==> config.mk <==
export PLATFORM = sky130hd
export DESIGN_NAME = ds3TxTiming
export DESIGN_NICKNAME = d
export VERILOG_FILES = /design/src/rtl/ds3TxPkg.sv /design/src/rtl/ds3TxCtrl.sv /design/src/rtl/ds3TxLine.sv /design/src/rtl/ds3TxTiming.sv
export SDC_FILE = /design/constraint.sdc
export NUM_CORES = 1
export LEC_CHECK = 0
export ABC_CLOCK_PERIOD_IN_PS = 2700
export BUFFER_PORTS_ARGS = -buffer_cell sky130_fd_sc_hd__buf_2
export CAP_MARGIN = 20
export CORE_ASPECT_RATIO = 2
export CORE_UTILIZATION = 50
export CTS_CLUSTER_DIAMETER = 100
export DETAILED_ROUTE_END_ITERATION = 10
export GPL_TIMING_DRIVEN = 0
export PLACE_DENSITY = 0.84
export SYNTH_ARGS = -nofsm -noshare
export SYNTH_HDL_FRONTEND = slang
export SYNTH_HIERARCHICAL = 1
export SYNTH_SLANG_ARGS = --single-unit
==> constraint.sdc <==
create_clock -name clk -period 2.7 [get_ports clk]
set_input_delay 0.405 -clock clk [delete_from_list [all_inputs] [get_ports clk]]
set_output_delay 0.405 -clock clk [all_outputs]
set_load 0.03 [all_outputs]
==> src/rtl/ds3TxPkg.sv <==
package ds3TxPkg;
  typedef struct packed {
    logic sof;
    logic eof;
    logic ohSlot;
  } frameStrobes_t;
endpackage

==> src/rtl/ds3TxCtrl.sv <==
module ds3TxCtrl import ds3TxPkg::*; #(
  parameter int BLK_BITS = 85,
  parameter int BLKS_PER_SUB = 8,
  parameter int SUBS_PER_FRAME = 7,
  localparam int FRAME_BITS = BLK_BITS * BLKS_PER_SUB * SUBS_PER_FRAME,
  localparam int CNT_W = $clog2(FRAME_BITS),
  localparam int OFS_W = (BLK_BITS > 1) ? $clog2(BLK_BITS) : 1,
  localparam int BLK_W = (BLKS_PER_SUB > 1) ? $clog2(BLKS_PER_SUB) : 1,
  localparam int SUB_W = (SUBS_PER_FRAME > 1) ? $clog2(SUBS_PER_FRAME) : 1
) (
  input  logic             clk,
  input  logic             rstN,
  input  logic             refMode,
  input  logic             frameRef,
  output logic [CNT_W-1:0] bitCnt,
  output logic [SUB_W-1:0] subCnt,
  output logic [BLK_W-1:0] blkCnt,
  output frameStrobes_t    stb
);
  localparam logic [CNT_W-1:0] LAST_BIT = CNT_W'(FRAME_BITS - 1);
  localparam logic [OFS_W-1:0] LAST_OFS = OFS_W'(BLK_BITS - 1);
  localparam logic [BLK_W-1:0] LAST_BLK = BLK_W'(BLKS_PER_SUB - 1);
  localparam logic [SUB_W-1:0] LAST_SUB = SUB_W'(SUBS_PER_FRAME - 1);

  logic [OFS_W-1:0] ofsCnt;
  logic refQ, refPrev, refEdge, reload, frameEnd;

  assign refEdge  = refQ & ~refPrev;
  assign reload   = refMode & refEdge;
  assign frameEnd = (bitCnt == LAST_BIT);

  always_ff @(posedge clk) begin
    if (!rstN) begin
      refQ    <= 1'b0;
      refPrev <= 1'b0;
    end else begin
      refQ    <= frameRef;
      refPrev <= refQ;
    end
  end

  always_ff @(posedge clk) begin
    if (!rstN || reload || frameEnd) begin
      bitCnt <= '0;
      ofsCnt <= '0;
      blkCnt <= '0;
      subCnt <= '0;
    end else begin
      bitCnt <= bitCnt + 1'b1;
      if (ofsCnt == LAST_OFS) begin
        ofsCnt <= '0;
        if (blkCnt == LAST_BLK) begin
          blkCnt <= '0;
          subCnt <= subCnt + 1'b1;
        end else begin
          blkCnt <= blkCnt + 1'b1;
        end
      end else begin
        ofsCnt <= ofsCnt + 1'b1;
      end
    end
  end

  always_comb begin
    stb.sof    = (bitCnt == '0);
    stb.eof    = frameEnd;
    stb.ohSlot = (ofsCnt == '0);
  end

  AST_COUNT_STEP: assert property (@(posedge clk) disable iff (!rstN)
    (!reload && bitCnt != LAST_BIT) |=> bitCnt == $past(bitCnt) + 1'b1);
  AST_FRAME_WRAP: assert property (@(posedge clk) disable iff (!rstN)
    (bitCnt == LAST_BIT) |=> (bitCnt == '0 && subCnt == '0 && blkCnt == '0));
  AST_REF_RELOAD: assert property (@(posedge clk) disable iff (!rstN)
    reload |=> (bitCnt == '0 && subCnt == '0 && blkCnt == '0));
  AST_FREE_NO_RELOAD: assert property (@(posedge clk) disable iff (!rstN)
    (!refMode && bitCnt != LAST_BIT) |=> bitCnt != '0);
  AST_SUB_RANGE: assert property (@(posedge clk) disable iff (!rstN)
    subCnt <= LAST_SUB);
  AST_BLK_RANGE: assert property (@(posedge clk) disable iff (!rstN)
    blkCnt <= LAST_BLK);
endmodule

==> src/rtl/ds3TxLine.sv <==
module ds3TxLine import ds3TxPkg::*; (
  input  logic          clk,
  input  logic          rstN,
  input  frameStrobes_t stb,
  input  logic          bipolar,
  input  logic          txData,
  input  logic          posCmd,
  input  logic          negCmd,
  input  logic          rxLineClk,
  input  logic          lineClkSel,
  output logic          txPos,
  output logic          txNeg,
  output logic          txLineClk
);
  always_comb begin
    if (bipolar) begin
      txPos = posCmd;
      txNeg = negCmd;
    end else begin
      txPos = txData;
      txNeg = stb.eof;
    end
  end

  assign txLineClk = lineClkSel ? rxLineClk : clk;

  AST_EOF_SINGLE: assert property (@(posedge clk) disable iff (!rstN)
    (!bipolar && txNeg) |=> (bipolar || !txNeg));
  AST_EOF_THEN_SOF: assert property (@(posedge clk) disable iff (!rstN)
    (!bipolar && txNeg) |=> stb.sof);
endmodule

==> src/rtl/ds3TxTiming.sv <==
module ds3TxTiming import ds3TxPkg::*; #(
  parameter int BLK_BITS = 85,
  parameter int BLKS_PER_SUB = 8,
  parameter int SUBS_PER_FRAME = 7,
  localparam int FRAME_BITS = BLK_BITS * BLKS_PER_SUB * SUBS_PER_FRAME,
  localparam int CNT_W = $clog2(FRAME_BITS),
  localparam int BLK_W = (BLKS_PER_SUB > 1) ? $clog2(BLKS_PER_SUB) : 1,
  localparam int SUB_W = (SUBS_PER_FRAME > 1) ? $clog2(SUBS_PER_FRAME) : 1
) (
  input  logic             clk,
  input  logic             rstN,
  input  logic             refMode,
  input  logic             frameRef,
  input  logic             bipolar,
  input  logic             txData,
  input  logic             posCmd,
  input  logic             negCmd,
  input  logic             rxLineClk,
  input  logic             lineClkSel,
  output logic [CNT_W-1:0] bitIdx,
  output logic [SUB_W-1:0] subIdx,
  output logic [BLK_W-1:0] blkIdx,
  output logic             ohStb,
  output logic             sofStb,
  output logic             txPos,
  output logic             txNeg,
  output logic             txLineClk
);
  frameStrobes_t stb;

  ds3TxCtrl #(
    .BLK_BITS(BLK_BITS),
    .BLKS_PER_SUB(BLKS_PER_SUB),
    .SUBS_PER_FRAME(SUBS_PER_FRAME)
  ) i_ctrl (
    .clk(clk), .rstN(rstN), .refMode(refMode), .frameRef(frameRef),
    .bitCnt(bitIdx), .subCnt(subIdx), .blkCnt(blkIdx), .stb(stb)
  );

  ds3TxLine i_line (
    .clk(clk), .rstN(rstN), .stb(stb), .bipolar(bipolar), .txData(txData),
    .posCmd(posCmd), .negCmd(negCmd), .rxLineClk(rxLineClk),
    .lineClkSel(lineClkSel), .txPos(txPos), .txNeg(txNeg), .txLineClk(txLineClk)
  );

  assign ohStb  = stb.ohSlot;
  assign sofStb = stb.sof;
endmodule

After elaboration in Yosys (flattened, before gate mapping). Cells that the tools add are included.

Register bits after elaboration: 28. Bits of input ports: 10. Output and inout bits: 24.

$add $sub $neg: 4. Equal/unequal tests: 3. Mux-type cells: 4. Bitwise gates (word level): 3. Reductions and logical operators: 7.

Operators by type and width (number): 13-bit by 1-bit adder with 13-bit output, second input constant (1); 13-bit equality test, second input constant (1); 13-bit logical NOT (1); 7-bit by 1-bit adder with 7-bit output, second input constant (1); 7-bit equality test, second input constant (1); 7-bit logical NOT (1); 3-bit by 1-bit adder with 3-bit output, second input constant (2); 3-bit equality test, second input constant (1); 1-bit two-way mux (3); 3-bit two-way mux (1); 1-bit AND (2); 1-bit logical OR (2); 2-bit AND reduction (1); 2-bit OR reduction (1); 1-bit logical NOT (1); 1-bit inverter (1).

Logic depth before layout (Yosys ltp).
Depth in word-level cells: 6. Mapped depth: 6. Gate-level depth less buffers: 5.

Hierarchy. The synthesis kept the hierarchy.

Modules (own cells, without submodules): ds3TxCtrl (times used 1, cells an instance 144, area an instance 1372.6 sq um, seq. area each 560.5 sq um); ds3TxLine (times used 1, cells an instance 3, area an instance 33.8 sq um, seq. area each 0.0 sq um).

==> key figures <==
Yosys
  • Syn Nets: about 160
  • Post-synth cell types: 33
  • Area contributors post-synth: dfxtp_1, a211oi_1, ha_1
  • Top FF cell, synth: dfxtp_1
  • Synthesized instance count: 147
  • Seq cells post-synth: 28
  • Sequential fraction of the synthesis area: 39.9%
  • Syn Area/Cell: about 9.6 um^2
  • Synth Cell Area: 1410 um^2
  • Top cell type's share of synthesized area: about two fifths
  • Synth area leader: dfxtp_1
  • Number of synthesized flops with an enable pin: 0
  • Yosys warnings: 6
  • Post-synth ARST share: 0%

Routing
  • DRC Markers: 0
  • Number of DRC markers in iteration 0: 27
  • ANT nets after route: 0
  • Wire per inst: 14.8 um
  • DR vias/cell: between 5 and 6
  • Routed Wire Length: 3260 um
  • Via Count: 1316
  • Pre-Repair DR Iteration Count: 4

Die
  • Die area: about 3000 um^2
  • Die H: around 77 um
  • Ports: 34
  • Die width: 39.5 um
  • Core area: 2600 um^2
  • Initial core utilization: 54.0%
  • Row count: 26

Global routing
  • Initial antenna violation count: 0
  • Tot GR Track Use: about a quarter
  • Largest net degree at the start of global routing: 16
  • Vias in the first global route: 1317
  • Grt ovf: 0
  • Global-route wire length before repair: about 5200 um

Timing
  • Min cycle time layout: 2.62 ns
  • RSZ-0062 raised after global routing: false
  • Fin. Hold Viols: 0
  • Worst slew margin: 60.1%
  • Pins Over Slew Limit: 0
  • Maximum clock frequency: around 380 MHz
  • Clock Skews: between 0.0015 and 0.002 ns
  • Setup TNS: 0 ns
  • Worst Tran Pin Value: 0.596 ns
  • Tcrit/Tclk final: 97.0%
  • Final setup fails: 0

Power and ir drop
  • Worst vdd ir: ~0.46 mV
  • Tot Pwr: 926 uW
  • Pwr/cell area: between 500 and 600 nW/um^2
  • Static Leakage: 0.705 nW

Critical path
  • Critical path class: register to primary output
  • Worst path arrival time: around 2.2 ns
  • Slowest-stage cell, CP: or4_4
  • CP startpoint kind: register
  • WP buf/inv: 3
  • Critical path capture point type: primary output
  • Critical path fanouts, max: 6
  • Critical Path RT: 2.30 ns
  • CP delay by family, top: simple AND/OR/NAND/NOR gates
  • R2r setup slk: 0.76 ns
  • Worst-path cell chain: or4_4, nor4_4, buf_6, buf_4, mux2_2, clkbuf_4
  • CP peak stage delay: between 0.5 and 0.6 ns

Placement
  • Placed wire-length estimate: roughly 2400 um
  • Port-buffer cells: 33
  • Gpl congestion: 0.843

Clock tree
  • CTS tree: built
  • Clock-pin slew on the worst setup and hold paths: 0.09 ns
  • Worst-Skew Late Latency: 0.37 ns

Status
  • Outcome: finished, final reports clean

Layout
  • Synth-to-layout area growth: 23.9%
  • Antenna diodes: 0
  • Nets: 210
  • Most common cell after layout, fill and taps aside: buf_2
  • Share of cells above drive strength 1: between 30% and 40%
  • Most frequent cells in the layout: buf_2, dfxtp_1, a211oi_1

Job
  • Max_cap viols: 0

Hold path
  • HP Class: input port to register
[metal layers]
| metal | track usage (%) | part of all wire (%) |
|---|---|---|
| met5 | 0 | 0 |
| met1 | 21.4 | 37 |
| met2 | 42.3 | 58 |
| met3 | 3.18 | 2.1 |
| met4 | 14.1 | 2.3 |
[synth_stat cells, drive strengths merged, types with 2 or more instances]
cell type and count:
or4 7, or3 7, nor4 3, inv 7, a211oi 16, nand3 9
ha 7, o21ai 11, xor2 3, nand2 6, xnor2 3, dfxtp 28
nand4 6, and2 2, mux2 3, nor3b 3, buf 5, nor3 8
nand3b 2, o31ai 5
[flip-flops by register name (all words and copies together), names as in the netlist]
name            count
i_ctrl/refQ         1
i_ctrl/subCnt       3
i_ctrl/refPrev      1
i_ctrl/ofsCnt       7
i_ctrl/blkCnt       3
i_ctrl/bitCnt      13
[what timing repair did]
item | CTS | global route
endpoints found under the setup margin | 1 | 1
hold buffers | 0 | 0
buffers inserted | 1 | 4
resized for setup | 0 | 1
pin swaps | 1 | 1
[cells by family after synthesis]
group	count (synthesis)	share of synthesized area, %
compound gates	33	16.0
xor+xnor	6	3.74
fa+ha+maj	7	6.23
buf+inv	13	5.87
flops	28	39.9
mux	3	2.40
simple gates	57	25.9
[path summary, 6_finish.rpt]
kind | start | endpoint | cells past startpoint
max | i_ctrl/bitCnt[10]$_SDFF_PP0_ | txNeg | 6
min | frameRef | i_ctrl/refQ$_SDFF_PN0_ | 2
max reg2reg | i_ctrl/bitCnt[10]$_SDFF_PP0_ | i_ctrl/bitCnt[5]$_SDFF_PP0_ | 6
min reg2reg | i_ctrl/refQ$_SDFF_PN0_ | i_ctrl/refPrev$_SDFF_PN0_ | 1
[stage by stage]
step	hold WS [ns]	setup WS (ns)	instance area (um^2)	instances	util (%)
2_1_floorplan	0.430	0.300	1410	147	-
3_3_place_gp	0.441	0.168	1610	208	61.7
3_5_place_dp	0.454	0.159	1610	208	61.7
4_1_cts	0.235	0.00139	1710	216	65.7
5_1_grt	0.245	0.000222	1740	220	67.0
6_report	0.238	0.0816	1740	220	67.0
[cell type report]
class	instances	area, um^2
Sequential cell	28	561
Buffer	6	56.3
Clock buffer	8	101
Multi-Input combinational cell	106	763
Timing Repair Buffer	37	200
Fill cell	236	860
Inverter	7	26.3
Tap cell	28	35.0
[where the power goes]
| part | internal (mW) | leakage (nW) | switching [mW] |
|---|---|---|---|
| clock network | 0.237 | 0.0582 | 0.165 |
| registers | 0.421 | 0.227 | 0.00846 |
| logic | 0.0361 | 0.419 | 0.0584 |
Power figures use the tool's default switching activity.
